File: src/rtl/irq_agg_pkg.sv
package irq_agg_pkg;

    localparam int unsigned WORD_W    = 32;
    localparam int unsigned MAX_SRC   = 64;
    localparam int unsigned NUM_WORDS = MAX_SRC / WORD_W;
    localparam int unsigned STRIDE    = 4;

    // byte offsets of the first word of each register pair
    localparam int unsigned OFS_EN  = 'h00;
    localparam int unsigned OFS_MSK = 'h08;
    localparam int unsigned OFS_ST  = 'h30;

    typedef enum logic [2:0] {
        SEL_NONE,
        SEL_EN_LO,
        SEL_EN_HI,
        SEL_MSK_LO,
        SEL_MSK_HI,
        SEL_ST_LO,
        SEL_ST_HI
    } reg_sel_e;

    typedef struct packed {
        logic [MAX_SRC-1:0] en;
        logic [MAX_SRC-1:0] msk;
    } ctl_t;

    // one bit per implemented source
    function automatic logic [MAX_SRC-1:0] impl_bits(int n);
        logic [MAX_SRC-1:0] r;
        for (int i = 0; i < int'(MAX_SRC); i++) begin
            r[i] = (i < n);
        end
        return r;
    endfunction

endpackage

File: src/rtl/irq_agg_sync.sv
module irq_agg_sync #(
    parameter int W = 8
) (
    input  logic         clk,
    input  logic         rst,
    input  logic [W-1:0] d,
    output logic [W-1:0] q
);
    logic [W-1:0] stage1;

    always_ff @(posedge clk) begin
        if (rst) begin
            stage1 <= '0;
            q      <= '0;
        end else begin
            stage1 <= d;
            q      <= stage1;
        end
    end
endmodule

File: src/rtl/irq_agg_regs.sv
module irq_agg_regs
    import irq_agg_pkg::*;
#(
    parameter int NUM_SRC = 64,
    parameter int ADDR_W  = 8
) (
    input  logic              clk,
    input  logic              rst,
    input  logic              psel,
    input  logic              penable,
    input  logic              pwrite,
    input  logic [ADDR_W-1:0] paddr,
    input  logic [WORD_W-1:0] pwdata,
    input  logic [MAX_SRC-1:0] fin,
    output logic [WORD_W-1:0] prdata,
    output ctl_t              ctl
);
    localparam logic [MAX_SRC-1:0] IMPL = impl_bits(NUM_SRC);

    logic [MAX_SRC-1:0] en_vec;
    logic [MAX_SRC-1:0] msk_vec;
    logic               wr_acc;
    reg_sel_e           sel;
    logic [WORD_W-1:0]  rd_mux;

    assign wr_acc = psel & penable & pwrite;

    always_comb begin
        sel = SEL_NONE;
        if (paddr == ADDR_W'(OFS_EN))               sel = SEL_EN_LO;
        else if (paddr == ADDR_W'(OFS_EN + STRIDE))  sel = SEL_EN_HI;
        else if (paddr == ADDR_W'(OFS_MSK))          sel = SEL_MSK_LO;
        else if (paddr == ADDR_W'(OFS_MSK + STRIDE)) sel = SEL_MSK_HI;
        else if (paddr == ADDR_W'(OFS_ST))           sel = SEL_ST_LO;
        else if (paddr == ADDR_W'(OFS_ST + STRIDE))  sel = SEL_ST_HI;
    end

    for (genvar w = 0; w < int'(NUM_WORDS); w++) begin : g_word
        localparam logic [WORD_W-1:0] KEEP = IMPL[w*WORD_W +: WORD_W];
        logic [WORD_W-1:0] en_r;
        logic [WORD_W-1:0] msk_r;
        logic              hit_en;
        logic              hit_msk;

        assign hit_en  = wr_acc && (paddr == ADDR_W'(OFS_EN  + STRIDE * w));
        assign hit_msk = wr_acc && (paddr == ADDR_W'(OFS_MSK + STRIDE * w));

        always_ff @(posedge clk) begin
            if (rst) begin
                en_r  <= '0;
                msk_r <= '0;
            end else begin
                if (hit_en)  en_r  <= pwdata & KEEP;
                if (hit_msk) msk_r <= pwdata & KEEP;
            end
        end

        assign en_vec[w*WORD_W +: WORD_W]  = en_r;
        assign msk_vec[w*WORD_W +: WORD_W] = msk_r;
    end

    always_comb begin
        ctl.en  = en_vec;
        ctl.msk = msk_vec;
    end

    always_comb begin
        case (sel)
            SEL_EN_LO:  rd_mux = en_vec[WORD_W-1:0];
            SEL_EN_HI:  rd_mux = en_vec[MAX_SRC-1:WORD_W];
            SEL_MSK_LO: rd_mux = msk_vec[WORD_W-1:0];
            SEL_MSK_HI: rd_mux = msk_vec[MAX_SRC-1:WORD_W];
            SEL_ST_LO:  rd_mux = fin[WORD_W-1:0];
            SEL_ST_HI:  rd_mux = fin[MAX_SRC-1:WORD_W];
            default:    rd_mux = '0;
        endcase
    end

    assign prdata = psel ? rd_mux : '0;
endmodule

File: src/rtl/irq_agg_status.sv
module irq_agg_status
    import irq_agg_pkg::*;
(
    input  logic               clk,
    input  logic               rst,
    input  logic [MAX_SRC-1:0] lvl,
    input  ctl_t               ctl,
    output logic [MAX_SRC-1:0] fin,
    output logic               irq_q
);
    assign fin = lvl & ctl.en & ~ctl.msk;

    always_ff @(posedge clk) begin
        if (rst) irq_q <= 1'b0;
        else     irq_q <= |fin;
    end
endmodule

File: src/rtl/irq_agg_apb.sv
module irq_agg_apb
    import irq_agg_pkg::*;
#(
    parameter int NUM_SRC = 64,
    parameter int ADDR_W  = 8
) (
    input  logic               clk,
    input  logic               rst,
    input  logic               psel,
    input  logic               penable,
    input  logic               pwrite,
    input  logic [ADDR_W-1:0]  paddr,
    input  logic [31:0]        pwdata,
    output logic [31:0]        prdata,
    output logic               pready,
    output logic               pslverr,
    input  logic [NUM_SRC-1:0] irq_src,
    output logic               irq_out
);
    logic [NUM_SRC-1:0] lvl_n;
    logic [MAX_SRC-1:0] lvl_w;
    logic [MAX_SRC-1:0] fin_w;
    logic [MAX_SRC-1:0] en_w;
    logic [MAX_SRC-1:0] msk_w;
    ctl_t               ctl;

    irq_agg_sync #(.W(NUM_SRC)) u_sync (
        .clk (clk),
        .rst (rst),
        .d   (irq_src),
        .q   (lvl_n)
    );

    always_comb begin
        lvl_w = '0;
        lvl_w[NUM_SRC-1:0] = lvl_n;
    end

    irq_agg_regs #(.NUM_SRC(NUM_SRC), .ADDR_W(ADDR_W)) u_regs (
        .clk     (clk),
        .rst     (rst),
        .psel    (psel),
        .penable (penable),
        .pwrite  (pwrite),
        .paddr   (paddr),
        .pwdata  (pwdata),
        .fin     (fin_w),
        .prdata  (prdata),
        .ctl     (ctl)
    );

    irq_agg_status u_stat (
        .clk   (clk),
        .rst   (rst),
        .lvl   (lvl_w),
        .ctl   (ctl),
        .fin   (fin_w),
        .irq_q (irq_out)
    );

    assign en_w    = ctl.en;
    assign msk_w   = ctl.msk;
    assign pready  = 1'b1;
    assign pslverr = 1'b0;
endmodule

File: config.mk
export PLATFORM = sky130hd
export DESIGN_NAME = irq_agg_apb
export DESIGN_NICKNAME = d
export VERILOG_FILES = /design/src/rtl/irq_agg_pkg.sv /design/src/rtl/irq_agg_sync.sv /design/src/rtl/irq_agg_regs.sv /design/src/rtl/irq_agg_status.sv /design/src/rtl/irq_agg_apb.sv
export SDC_FILE = /design/constraint.sdc
export NUM_CORES = 1
export LEC_CHECK = 0
export BUFFER_PORTS_ARGS = -buffer_cell sky130_fd_sc_hd__buf_2
export CAP_MARGIN = 30
export CELL_PAD_IN_SITES_DETAIL_PLACEMENT = 0
export CELL_PAD_IN_SITES_GLOBAL_PLACEMENT = 2
export CORE_ASPECT_RATIO = 1.4
export CORE_UTILIZATION = 37
export DETAILED_ROUTE_END_ITERATION = 8
export PLACE_DENSITY = 0.95
export SLEW_MARGIN = 20
export SYNTH_ARGS = -nofsm -noshare
export SYNTH_HDL_FRONTEND = slang
export SYNTH_SLANG_ARGS = --single-unit
File: constraint.sdc
create_clock -name clk -period 4.65 [get_ports clk]
set_clock_uncertainty 0.15 [all_clocks]
set_input_delay 0.93 -clock clk [delete_from_list [all_inputs] [get_ports clk]]
set_output_delay 0.93 -clock clk [all_outputs]
set_load 0.1 [all_outputs]
==> summary.md <==
| Metric | Value |
|---|---|
| Crit-path slowest cell | or4_2 |
| Syn-to-layout area delta | 25.9% |
| Worst setup EP type | primary output |
| Tcrit/Tclk final | 98.9% |
| Compound-Gate Fraction of Synth Area | 14.4% |
| Share of layout cells above drive strength 1 | 19.7% |
| Postcts setup bufs | 0 |
| Die Y | 200 µm |
| Fin. max-slew vios | 0 |
| Worst path max stage delay | 0.72 ns |
| Setup ws final | 0.0515 ns |
| CTS Sinks | 257 |
| Initial antenna violation count | 1 |
| RR Startpoint | u_regs.g_word[0].msk_r[1] |
| DP Cell Count | 1674 |
| Total number of vias | 9390 |
| Min Tclk post-route | 4.60 ns |
| Drt initial violations | 673 |
| Least-Margin Pin Slew | 0.936 ns |
| Residual DRC | 0 |
| Syn_nets | 1331 |
| Slew headroom | 37.6% |
| Starting density of the core | 37.6% |
| Post-detail-place hpwl | 23100 µm |
| Post-synthesis instance total | 1222 |
| Layer with the highest usage | met2 |
| Register bit total from synthesis | 257 |
| Ys Warns | 0 |
| CTS tree | yes |
| Library cells used by synthesis | 38 |
| R2r setup slk | 2.67 ns |
| Largest family of logic cells by synthesized area | simple AND/OR/NAND/NOR gates |
| TritonCTS Buffers | 26 |
| Min Hold Slack | 0.282 ns |
| F_max | 0.217 GHz |
| Max-cap violations | 0 |
| Antenna-violating nets left | 0 |
| Worst vdd ir | 0.265 mV |
| Critical path type | in2out |
| Layout Cells excl Fill | 1723 |
| Vias per Instance | 5.45 |
| GRT met3 Usage | 4.49% |
| Post-layout util | 47.3% |
| Clk slew on worst S/H paths | 0.06 ns |
| Largest net degree at the start of global routing | 120 |
| First-pass GRT wire length | 52000 µm |
| Synth Area in Simple Gates | 29.9% |
| GRT Overall Usage | 23.9% |
| Clock Tree Root | clkbuf_16 |
| Clock Path Buffers | 3 |
| Final Hold Vio Count | 0 |
| Post-synthesis mux area share | 0.602% |
| Reg2reg path depth | 4 |
| Power per cell area | 368 nW/µm² |
| Post-CTS resize count | 0 |
| # setup viols final | 0 |
| WHS Endpoint | u_sync.q[46] |
| Die Area | 28800 µm² |
| # hold bufs at CTS | 0 |
| Setup Slack @ Placement | 0.155 ns |
| Met2 GRT Util | 40.0% |
| Buf+Inv Stages, Crit Path | 4 |
| IO Pins | 144 |
| GPL Wtd Cong | 0.852 |
| Critical Path Fanout Max | 78 |
| TritonRoute pass-1 iters | 6 |
| Xor/xnor share of the synthesized area | 0% |
| Synthesized-area fraction occupied by adder cells | 0% |
| WL final | 34400 µm |
| Status | completed |
| Port bufs | 141 |
| RSZ-0062 raised after global routing | no |
| Die width | 144 µm |
| Leakage | 4.35 nW |
| Vias in the first global route | 8976 |
| Cell Area, Synth | 10400 µm² |
| HP Start | u_sync.stage1[46] |
| FF-to-FF End | u_stat.irq_q |
| Synth Area per Inst | 8.50 µm² |
| Req. time, crit path | 3.57 ns |
| Core area | 27700 µm² |
| Design Power | 4.81 mW |
| Final Net Count | 1441 |
| HP Class | reg2reg |
| Worst skew pair latency | 0.53 ns |
| CP Launch Type | primary input |
| Delay-heaviest family, CP | simple AND/OR/NAND/NOR gates |
| Worst hold stages | 1 |
| Total grt overflow | 0 |
| Crit path top cell by count | buf_12 |
| GRT met1 Usage | 28.8% |
| Core Rows | 72 |
| H-tree Lvls | 1 |
| Critical Path AT | 3.52 ns |
| Mean routed wirelength per cell | 20.0 µm |
| Crit path cell chain | buf_2 -> or4_2 -> buf_12 -> nor3_1 -> o21ai_4 -> buf_12 -> a31oi_1 -> buf_12 |
| Seq/Total Area, Yosys | 49.5% |
[worst max-delay path by stage]
stage / startpoint / endpoint / depth (start not counted)
after floorplan: paddr[7] / prdata[31] / 6
after global placement: paddr[7] / prdata[4] / 8
after detailed placement: paddr[7] / prdata[4] / 8
after CTS: paddr[7] / prdata[2] / 8
after global routing: paddr[7] / prdata[1] / 8
final: paddr[7] / prdata[4] / 8
[registers in the layout, summed over array words and instances, names as in the netlist]
register	count
u_regs.g_word.en_r	64
u_regs.g_word.msk_r	64
u_stat.irq_q	1
u_sync.q	64
u_sync.stage1	64
[metrics by stage]
step / setup TNS (ns) / cell area, µm²
after floorplan: -2.46 / 10500
final: 0 / 13100
after CTS: 0 / 13100
after global routing: 0 / 13100
after global placement: 0 / 12100
after detailed placement: 0 / 12100
[report_power, final]
part	total (mW)	internal, mW	switching, mW
Clock	2.31	1.39	0.918
Sequential	2.27	2.25	0.0206
Combinational	0.221	0.0789	0.142
Total	4.81	3.73	1.08
[synthesized netlist by cell type]
master	instances	area, µm²
mux2_2	2	22.5
nand3_1	1	5.00
and3_1	1	6.26
buf_6	10	113
nor3_2	3	30.0
a21oi_1	134	671
o21ai_0	22	110
a41oi_1	1	8.76
nor4_2	2	25.0
buf_1	1	3.75
clkinv_1	1	3.75
or4_1	7	52.6
nand2b_1	25	156
o2111ai_1	10	87.6
o211ai_1	15	113
nor2b_1	129	807
a22oi_1	31	233
and4_1	5	43.8
inv_1	22	82.6
clkbuf_1	57	214
nor2_4	1	11.3
a31oi_1	34	213
nor4_4	2	42.5
conb_1	2	7.51
nand4_1	8	50.1
o21bai_1	5	37.5
dfxtp_1	257	5140
or2_2	2	12.5
mux2i_1	4	40.0
a221oi_1	2	17.5
nor4_1	66	413
nand2_1	265	995
buf_4	8	60.1
nor3_1	3	15.0
o21ai_1	2	10.0
nor2_1	9	33.8
nand3b_1	54	405
buf_2	19	95.1
[area by class of cell]
cell class                 instances  area [µm²]
multi-input combinational        847        4880
clock inverter                    17         240
fill                            2704       14600
antenna                            1        2.50
clock buffer                      31         721
inverter                          23        86.3
timing repair buffer             177        1540
tap                              370         463
sequential                       257        5140
[metal layers]
layer  share of wire, %  vias to the layer above
met4                5.1                        0
met1                 39                     4462
li1                   -                     4432
met5                  0                        -
met3                7.4                       90
met2                 48                      406
[kinds of logic (layout without fill, tap and decap cells)]
family	Yosys count	in the layout
buffers and inverters	118	248
AOI/OAI and AO/OA	256	256
other	2	3
DFF	257	257
muxes	6	6
and+or+nand+nor	583	583
[worst reg2reg max path: cells and delay by family (launching register included)]
family / cells / cell delay, ns
flip-flops: 1 / 0.38
AO/OA/AOI/OAI: 1 / 0.28
AND/OR/NAND/NOR: 3 / 0.98
[layout by cell type, fill, tap and decap left out, types with 3 or more instances in the layout]
| master | n |
|---|---|
| nand2b_1 | 25 |
| and4_1 | 5 |
| dfxtp_1 | 257 |
| a31oi_2 | 25 |
| a21oi_1 | 134 |
| o211ai_1 | 15 |
| a31oi_1 | 9 |
| nor4_1 | 66 |
| buf_2 | 108 |
| buf_12 | 38 |
| clkbuf_16 | 27 |
| inv_1 | 22 |
| nand2_1 | 264 |
| o21bai_1 | 5 |
| clkbuf_8 | 3 |
| clkinvlp_4 | 8 |
| nor2_1 | 9 |
| nand3b_1 | 54 |
| buf_4 | 30 |
| nor4_4 | 4 |
| or4_1 | 5 |
| nor2b_1 | 129 |
| bufinv_16 | 5 |
| o2111ai_1 | 10 |
| mux2i_1 | 4 |
| a22oi_1 | 31 |
| nand4_1 | 8 |
| o21ai_0 | 22 |
No activity file was read; power rests on OpenSTA's default activity.
